## src/rtl/bvf_pkg.sv

```systemverilog
package bvf_pkg;
  typedef enum logic [2:0] {
    ST_IDLE_RESET = 3'd0,
    ST_REQ_SP     = 3'd1,
    ST_WAIT_SP    = 3'd2,
    ST_REQ_PC     = 3'd3,
    ST_WAIT_PC    = 3'd4,
    ST_RUN        = 3'd5,
    ST_LOCKUP     = 3'd6
  } bvf_state_e;

  localparam int unsigned WORD_BYTES = 4;
endpackage

```

## src/rtl/bvf_seq_fsm.sv

```systemverilog
module bvf_seq_fsm #(
  parameter int unsigned ADDR_W = 32,
  parameter int unsigned DATA_W = 32
) (
  input  logic              clk,
  input  logic              rst_n,
  output logic              req_valid,
  input  logic              req_ready,
  output logic [ADDR_W-1:0] req_addr,
  input  logic              rsp_valid,
  input  logic              rsp_err,
  input  logic [DATA_W-1:0] rsp_data,
  output logic [DATA_W-1:0] sp_val,
  output logic [DATA_W-1:0] pc_val,
  output logic              lsb_val,
  output logic              start,
  output logic              lockup
);
  import bvf_pkg::*;

  localparam logic [ADDR_W-1:0] SP_ADDR = '0;
  localparam logic [ADDR_W-1:0] PC_ADDR = ADDR_W'(WORD_BYTES);

  bvf_state_e state_q, state_d;
  logic [DATA_W-1:0] sp_q, pc_q;
  logic              lsb_q;

  // next-state decode
  always_comb begin
    state_d = state_q;
    unique case (state_q)
      ST_IDLE_RESET: state_d = ST_REQ_SP;
      ST_REQ_SP:     if (req_ready) state_d = ST_WAIT_SP;
      ST_WAIT_SP:    if (rsp_valid) state_d = rsp_err ? ST_LOCKUP : ST_REQ_PC;
      ST_REQ_PC:     if (req_ready) state_d = ST_WAIT_PC;
      ST_WAIT_PC:    if (rsp_valid) state_d = rsp_err ? ST_LOCKUP : ST_RUN;
      ST_RUN:        state_d = ST_RUN;
      ST_LOCKUP:     state_d = ST_LOCKUP;
      default:       state_d = ST_LOCKUP;
    endcase
  end

  always_ff @(posedge clk) begin
    if (!rst_n) begin
      state_q <= ST_IDLE_RESET;
      sp_q    <= '0;
      pc_q    <= '0;
      lsb_q   <= 1'b0;
    end else begin
      state_q <= state_d;
      if (state_q == ST_WAIT_SP && rsp_valid && !rsp_err) begin
        sp_q <= rsp_data;
      end
      if (state_q == ST_WAIT_PC && rsp_valid && !rsp_err) begin
        pc_q  <= {rsp_data[DATA_W-1:1], 1'b0};
        lsb_q <= rsp_data[0];
      end
    end
  end

  assign req_valid = (state_q == ST_REQ_SP) || (state_q == ST_REQ_PC);
  assign req_addr  = (state_q == ST_REQ_PC) ? PC_ADDR : SP_ADDR;
  assign sp_val    = sp_q;
  assign pc_val    = pc_q;
  assign lsb_val   = lsb_q;
  assign start     = (state_q == ST_RUN);
  assign lockup    = (state_q == ST_LOCKUP);

  // a stalled request keeps its valid and its address
  p_req_hold_r4: assert property (@(posedge clk) disable iff (!rst_n)
    req_valid && !req_ready |=> req_valid && $stable(req_addr));

  // start is sticky once raised
  p_start_sticky_r6: assert property (@(posedge clk) disable iff (!rst_n)
    start |=> start);

  // start rises only right after an accepted response
  p_start_after_rsp_r6: assert property (@(posedge clk) disable iff (!rst_n)
    $rose(start) |-> $past(rsp_valid) && !$past(rsp_err));

  // lockup is final and silent
  p_lock_quiet_r7: assert property (@(posedge clk) disable iff (!rst_n)
    lockup |=> lockup && !req_valid && !start);
endmodule

```

## src/rtl/bvf_vtor_reg.sv

```systemverilog
module bvf_vtor_reg #(
  parameter int unsigned ADDR_W     = 32,
  parameter int unsigned ALIGN_BITS = 7
) (
  input  logic              clk,
  input  logic              rst_n,
  input  logic              wr_en,
  input  logic [ADDR_W-1:0] wr_data,
  output logic [ADDR_W-1:0] base
);
  localparam int unsigned HI_W = ADDR_W - ALIGN_BITS;
  localparam logic [ADDR_W-1:0] KEEP_MASK = {{HI_W{1'b1}}, {ALIGN_BITS{1'b0}}};

  logic [HI_W-1:0] hi_q;

  always_ff @(posedge clk) begin
    if (!rst_n)     hi_q <= '0;
    else if (wr_en) hi_q <= wr_data[ADDR_W-1:ALIGN_BITS];
  end

  assign base = {hi_q, {ALIGN_BITS{1'b0}}};

  // a write lands one cycle later, low bits dropped
  p_wr_apply_r8: assert property (@(posedge clk) disable iff (!rst_n)
    wr_en |=> base == ($past(wr_data) & KEEP_MASK));
endmodule

```

## src/rtl/bvf_vec_lookup.sv

```systemverilog
module bvf_vec_lookup #(
  parameter int unsigned ADDR_W = 32,
  parameter int unsigned EXC_W  = 9
) (
  input  logic [ADDR_W-1:0] base,
  input  logic [EXC_W-1:0]  exc_num,
  output logic [ADDR_W-1:0] vec_addr
);
  localparam int unsigned PAD_W = ADDR_W - EXC_W - 2;

  logic [ADDR_W-1:0] byte_off;

  assign byte_off = {{PAD_W{1'b0}}, exc_num, 2'b00};
  assign vec_addr = base + byte_off;
endmodule

```

## src/rtl/bvf_boot_map.sv

```systemverilog
module bvf_boot_map #(
  parameter int unsigned NSRC  = 3,
  parameter int unsigned SEL_W = 2
) (
  input  logic             clk,
  input  logic             rst_n,
  input  logic [SEL_W-1:0] sel,
  output logic [NSRC-1:0]  region_en
);
  logic             taken_q;
  logic [SEL_W-1:0] sel_q;
  logic [NSRC-1:0]  hit;

  always_ff @(posedge clk) begin
    if (!rst_n) begin
      taken_q <= 1'b0;
      sel_q   <= '0;
    end else if (!taken_q) begin
      taken_q <= 1'b1;
      sel_q   <= sel;
    end
  end

  for (genvar i = 0; i < NSRC; i++) begin : g_dec
    assign hit[i] = (sel_q == SEL_W'(i));
  end

  assign region_en = !taken_q ? '0 : ((|hit) ? hit : NSRC'(1));

  // one source at a time once sampled
  p_map_onehot_r10: assert property (@(posedge clk) disable iff (!rst_n)
    taken_q |-> $onehot(region_en));

  // selection held until the next reset
  p_map_hold_r10: assert property (@(posedge clk) disable iff (!rst_n)
    taken_q |=> $stable(region_en));
endmodule

```

## src/rtl/boot_vector_fetch.sv

```systemverilog
module boot_vector_fetch #(
  parameter int unsigned ADDR_W     = 32,
  parameter int unsigned DATA_W     = 32,
  parameter int unsigned EXC_W      = 9,
  parameter int unsigned ALIGN_BITS = 7,
  parameter int unsigned NSRC       = 3,
  parameter int unsigned SEL_W      = 2
) (
  input  logic              clk,
  input  logic              rst_n,
  input  logic [SEL_W-1:0]  boot_sel,
  output logic [NSRC-1:0]   low_region_en,
  output logic              mem_req_valid,
  input  logic              mem_req_ready,
  output logic [ADDR_W-1:0] mem_req_addr,
  input  logic              mem_rsp_valid,
  input  logic              mem_rsp_err,
  input  logic [DATA_W-1:0] mem_rsp_data,
  output logic [DATA_W-1:0] sp_out,
  output logic [DATA_W-1:0] pc_out,
  output logic              entry_lsb,
  output logic              core_start,
  output logic              locked_up,
  input  logic              vtor_wr_en,
  input  logic [ADDR_W-1:0] vtor_wr_data,
  output logic [ADDR_W-1:0] vtor_value,
  input  logic [EXC_W-1:0]  exc_num,
  output logic [ADDR_W-1:0] exc_vec_addr
);
  bvf_seq_fsm #(.ADDR_W(ADDR_W), .DATA_W(DATA_W)) u_fsm (
    .clk       (clk),
    .rst_n     (rst_n),
    .req_valid (mem_req_valid),
    .req_ready (mem_req_ready),
    .req_addr  (mem_req_addr),
    .rsp_valid (mem_rsp_valid),
    .rsp_err   (mem_rsp_err),
    .rsp_data  (mem_rsp_data),
    .sp_val    (sp_out),
    .pc_val    (pc_out),
    .lsb_val   (entry_lsb),
    .start     (core_start),
    .lockup    (locked_up)
  );

  bvf_vtor_reg #(.ADDR_W(ADDR_W), .ALIGN_BITS(ALIGN_BITS)) u_vtor (
    .clk     (clk),
    .rst_n   (rst_n),
    .wr_en   (vtor_wr_en),
    .wr_data (vtor_wr_data),
    .base    (vtor_value)
  );

  bvf_vec_lookup #(.ADDR_W(ADDR_W), .EXC_W(EXC_W)) u_lookup (
    .base     (vtor_value),
    .exc_num  (exc_num),
    .vec_addr (exc_vec_addr)
  );

  bvf_boot_map #(.NSRC(NSRC), .SEL_W(SEL_W)) u_map (
    .clk       (clk),
    .rst_n     (rst_n),
    .sel       (boot_sel),
    .region_en (low_region_en)
  );
endmodule

```

## config.mk

```make
export PLATFORM = sky130hd
export DESIGN_NAME = boot_vector_fetch
export DESIGN_NICKNAME = d
export VERILOG_FILES = /design/src/rtl/bvf_pkg.sv /design/src/rtl/bvf_seq_fsm.sv /design/src/rtl/bvf_vtor_reg.sv /design/src/rtl/bvf_vec_lookup.sv /design/src/rtl/bvf_boot_map.sv /design/src/rtl/boot_vector_fetch.sv
export SDC_FILE = /design/constraint.sdc
export NUM_CORES = 1
export LEC_CHECK = 0
export BUFFER_PORTS_ARGS = -buffer_cell sky130_fd_sc_hd__buf_4
export CORE_UTILIZATION = 50
export CTS_CLUSTER_SIZE = 40
export DETAILED_ROUTE_END_ITERATION = 12
export PLACE_DENSITY = 0.95
export SYNTH_ARGS = -nofsm -noshare
export SYNTH_HDL_FRONTEND = slang
export SYNTH_HIERARCHICAL = 1
export SYNTH_SLANG_ARGS = --single-unit
```

## constraint.sdc

```tcl
create_clock -name clk -period 4 [get_ports clk]
set_input_delay 0.4 -clock clk [delete_from_list [all_inputs] [get_ports clk]]
set_output_delay 0.4 -clock clk [all_outputs]
set_load 0.02 [all_outputs]
```

**Yosys cells after proc, flatten, opt, wreduce, memory -nomap -nowiden**

Index checks and enable logic that the tools add are counted.

- $add $sub $neg: 1
- Equality and inequality tests: 12
- Multiplexer cells: 11
- Reductions and logical operators: 10

Operators by type and width:

| operator | number |
|---|---|
| $add A32 B11 Y32 | 1 |
| $mux W3 | 8 |
| $pmux W3 S6 | 1 |
| $eq A3 B3 Y1 const B | 3 |
| $ne A2 B2 Y1 const B | 4 |
| $eq A3 B2 Y1 const B | 2 |
| $logic_and A1 B1 Y1 | 4 |
| $reduce_and A4 Y1 | 1 |
| $eq A3 B1 Y1 const B | 1 |
| $logic_not A3 Y1 | 1 |
| $reduce_or A3 Y1 | 1 |
| $eq A2 B1 Y1 const B | 1 |
| $eq A2 B2 Y1 const B | 1 |
| $logic_not A2 Y1 | 1 |
| $mux W2 | 1 |
| $logic_not A1 Y1 | 1 |
| $logic_or A1 B1 Y1 | 1 |
| $mux W1 | 1 |

- Bits in registers: 95
- Bits of input ports: 81

**Depth between registers and ports, before layout**

- Depth after elaboration: 4
- Gate-level depth with buffers: 9
- Depth with buffers taken out: 8

**By module**

The synthesis kept the hierarchy.

By module, submodules not included:

| module | instances | cells an instance | area each (sq um) | sequential area each (sq um) |
|---|---|---|---|---|
| bvf_seq_fsm | 1 | 299 | 2869.0 | 1341.3 |
| bvf_vtor_reg | 1 | 88 | 1022.2 | 500.5 |
| bvf_vec_lookup | 1 | 135 | 982.2 | 0.0 |
| bvf_boot_map | 1 | 14 | 147.6 | 60.1 |

**Least setup slack after synthesis**

No wires, ideal clock.

- Path kind: flip-flop to output port
- Start point: register u_vtor.hi_q[3]
- End point: output port exc_vec_addr[21]
- Arrival time: 1.982 ns
- Required time: 3.600 ns
- Slack: 1.618 ns
- Stages on the path, launching flop included: 7
- Buffers on the path: 0
- Path through: dfxtp_1 ha_1 a21oi_1 nor2_1 o21ai_1 a211oi_1 xor2_1

- Cells in the longest elaborated chain, start to end: 1

Ends and longest elaborated chain:

| item | RTL line | RTL |
|---|---|---|
| start: declaration | bvf_vtor_reg.sv:14 | `logic [HI_W-1:0] hi_q;` |
| start signal: assignment | bvf_vtor_reg.sv:18 | `else if (wr_en) hi_q <= wr_data[ADDR_W-1:ALIGN_BITS];` |
| $add A32 B11 Y32 | bvf_vec_lookup.sv:14 | `assign vec_addr = base + byte_off;` |
| end: declaration | boot_vector_fetch.sv:28 | `output logic [ADDR_W-1:0] exc_vec_addr` |

Every way passes these cells.

**Worst setup path after layout**

- Start point: register u_vtor.hi_q[2]
- End point: output port exc_vec_addr[24]

Same word-level chain as after synthesis.

==> metrics <==
IO Port Bufs between 150 and 200; Mapped Area approximately 0.0050 mm^2; final setup violation count 0; internal power 1.41 mW; Power Density around 320 mW/mm^2; routability cong. between 0.8 and 0.9; post-CTS sizing 0; CP required approximately 3.6 ns; leading area contributor after synthesis dfxtp_1; Setup CP Type reg2out; worst-margin pin slew ~1.1 ns; worst hold path class in2reg; CTS Hold Buffers Added 0; stages on the worst setup path 7; Max-cap violations 0; Yosys cell types 53; Sw Ratio 0.316; total negative setup slack 0 ns; wire length of the first global-routing pass ~19,000 um; drt total wl 12,400 um; Final Cycle Share 0.742; synth top area cells dfxtp_1 38%, mux2i_1 18%, nand2_1 7.8%; setup slack, reg-to-reg 1.81 ns; sequential area share after synthesis 0.379; num rows 36; status complete, no violations; CP startpoint u_vtor/hi_q[2]; Final Hold Viols 0; Post-Syn Instances ~540; Pleak 2.90 nW; DRT iter0 DRCs roughly 140; Area growth, synth to finish 29.8%; Worst setup EP type output pin; clock share of power 0.291; antenna violations before repair 0; CTS Buf Count 9; # diodes 0; Yosys warnings 6; critical-path cell list ha_1 -> a21oi_1 -> o21bai_1 -> nor2b_1 -> o21ai_0 -> xnor2_1 -> buf_4; Post-synth ARST share 0; EDFF count, synth 0; crit-path max FO 10; share of the synthesized area in the top cell type 0.379; Die X 102 um; CTS clock-pin slew for the worst setup and hold paths 0.10 ns; Via density 5.03; Mean Syn Cell Area ~9.4 um^2; CP bufs+invs 1; core box area around 0.0098 mm^2; GRT Overall Usage 0.229; CP delay by family, top compound AO/OA/AOI/OAI gates; largest net degree at the start of global routing around 130; layout cells sized above 1 0.320; nets 812; router iterations before antenna repair 5; Worst-Skew Late Latency around 0.35 ns; sw power 650 uW; DR WL/cell approximately 14 um; sequential share of power 0.492; Slew Limit Headroom 0.242; Worst IR Drop VDD between 0.2 and 0.25 mV; root buf cell clkbuf_8; via count 4,307; gr ovfl total 0; final slew viol count 0; worst-case clock buffer depth 2; share of total power in combinational logic 0.217; area of the multi-input gates about 0.0027 mm^2; min Tclk post-route 2.97 ns; IO Pins approximately 250; number of global-route vias before repair ~4,000; Max Freq roughly 340 MHz; Initial Util 0.514; CTS tree yes; CTS Sinks 95; DR DRC count 0; hpwl dp roughly 9400 um; clk_skew around 0.011 ns; Max stage delay on crit path between 0.4 and 0.5 ns; Worst EP arrival about 2.6 ns; post-CTS setup buffer count 0; H-tree levels 3; Die Height 102 um; Synth Register Bits 95; RSZ-0062 raised after global routing no; worst r2r path cells 4; Top FF cell, synth dfxtp_1; Post-DRT Antenna Nets 0; full die area between 0.01 and 0.015 mm^2; reg2reg start u_fsm/state_q[2]; Reg area between 0.0015 and 0.002 mm^2; total power roughly 2.1 mW; RR Endpoint u_fsm/pc_val[12]; number of fill cells about 740; startpoint types flop; crit path to exc_vec_addr[24]; Critical-path top delay cell ha_1
[flip-flops by register name, summed over array words and instances (netlist names)]
signal,flops
u_fsm/sp_val,32
u_fsm/pc_val,31
u_vtor/hi_q,25
u_fsm/state_q,3
u_map/sel_q,2
u_fsm/lsb_val,1
u_map/taken_q,1
[power by group through the flow]
| stage | Sequential, mW | Clock, mW | Combinational [mW] |
|---|---|---|---|
| 2_1_floorplan | 1.05 | 0 | 0.288 |
| 6_report | 1.01 | 0.599 | 0.446 |
| 3_5_place_dp | 1.03 | 0 | 0.441 |
| 3_3_place_gp | 1.03 | 0 | 0.426 |
| 4_1_cts | 1.01 | 0.617 | 0.442 |
| 5_1_grt | 1.02 | 0.653 | 0.479 |
[worst min path at each step]
stage                       end        startpoint  slack, ns  depth (start not counted)
4_1_cts          u_vtor/hi_q[7]  vtor_wr_data[14]       0.28                          3
3_5_place_dp    u_fsm/sp_val[5]   u_fsm/sp_val[5]       0.45                          2
5_1_grt         u_vtor/hi_q[13]  vtor_wr_data[20]       0.28                          3
3_3_place_gp   u_fsm/pc_val[31]  u_fsm/pc_val[31]       0.44                          2
6_report        u_vtor/hi_q[21]  vtor_wr_data[28]       0.30                          3
2_1_floorplan     u_map/taken_q             rst_n       0.43                          0
[Yosys cell counts (2+ instances only)]
master / number
a211oi_1: 4
a21oi_1: 11
a31oi_1: 2
and2_2: 3
and3_1: 2
and4_1: 3
buf_12: 2
buf_2: 3
buf_4: 41
buf_6: 9
clkbuf_1: 10
conb_1: 2
dfxtp_1: 95
ha_1: 11
inv_1: 13
mux2i_1: 91
nand2_1: 105
nand3_1: 7
nand3b_1: 2
nand4_1: 4
nor2_1: 15
nor2b_1: 32
o2111ai_1: 4
o211ai_1: 6
o21a_1: 2
o21ai_0: 5
o21bai_1: 2
xnor2_1: 16
xor2_1: 10
[worst reg2reg max path, stage by stage, from the launching register on]
cell     delay, ns
dfxtp_1       0.53
inv_2         0.11
nor4_4        0.67
buf_4         0.52
mux2i_1       0.28
[stage by stage]
stage          instance area [um^2]  instances   util  setup WS (ns)  hold WS (ns)
6_report                       6520        857  0.667           1.03         0.304
5_1_grt                        6520        857  0.667          0.795         0.281
4_1_cts                        6520        857  0.667           1.04         0.280
3_5_place_dp                   6330        841  0.648           1.26         0.451
3_3_place_gp                   6330        841  0.648           1.33         0.442
2_1_floorplan                  5160        573      -           1.62         0.428
[layer usage]
layer | track usage | vias to the layer above | wire length (um)
li1 | - | 2093 | -
met5 | 0 | - | 0
met2 | 0.428 | 204 | 6460
met1 | 0.242 | 1989 | 4810
met4 | 0.0835 | 0 | 197
met3 | 0.0657 | 21 | 960
[placed cells by master, fill, tap and decap left out, types with 4 or more instances in the layout]
cell type,instances
a211oi_1,4
a21oi_1,11
buf_4,201
clkbuf_8,9
conb_1,39
dfxtp_1,95
ha_1,11
inv_1,13
mux2i_1,91
nand2_1,105
nand3_1,7
nand4_1,4
nor2_1,15
nor2b_1,32
o2111ai_1,4
o211ai_1,6
o21ai_0,5
xnor2_1,16
xor2_1,10
[cell families (layout without fill, tap and decap cells)]
family | after synthesis | in the layout | synth area share
other | 2 | 39 | 0.00150
AOI/OAI and AO/OA | 46 | 46 | 0.0703
DFF | 95 | 95 | 0.379
adders and majority gates | 12 | 12 | 0.0314
buffers and inverters | 80 | 231 | 0.111
xor gates and xnor gates | 26 | 26 | 0.0454
muxes | 91 | 91 | 0.181
and+or+nand+nor | 184 | 184 | 0.180
[final cells by class]
cell class	count	area share
sequential	95	0.292
clock buffer	9	0.0190
inverter	14	0.00806
tap	133	0.0255
timing repair buffer	201	0.232
clock inverter	7	0.00960
multi-input combinational	398	0.414
Note: power is estimated with default switching activity, not from simulation.
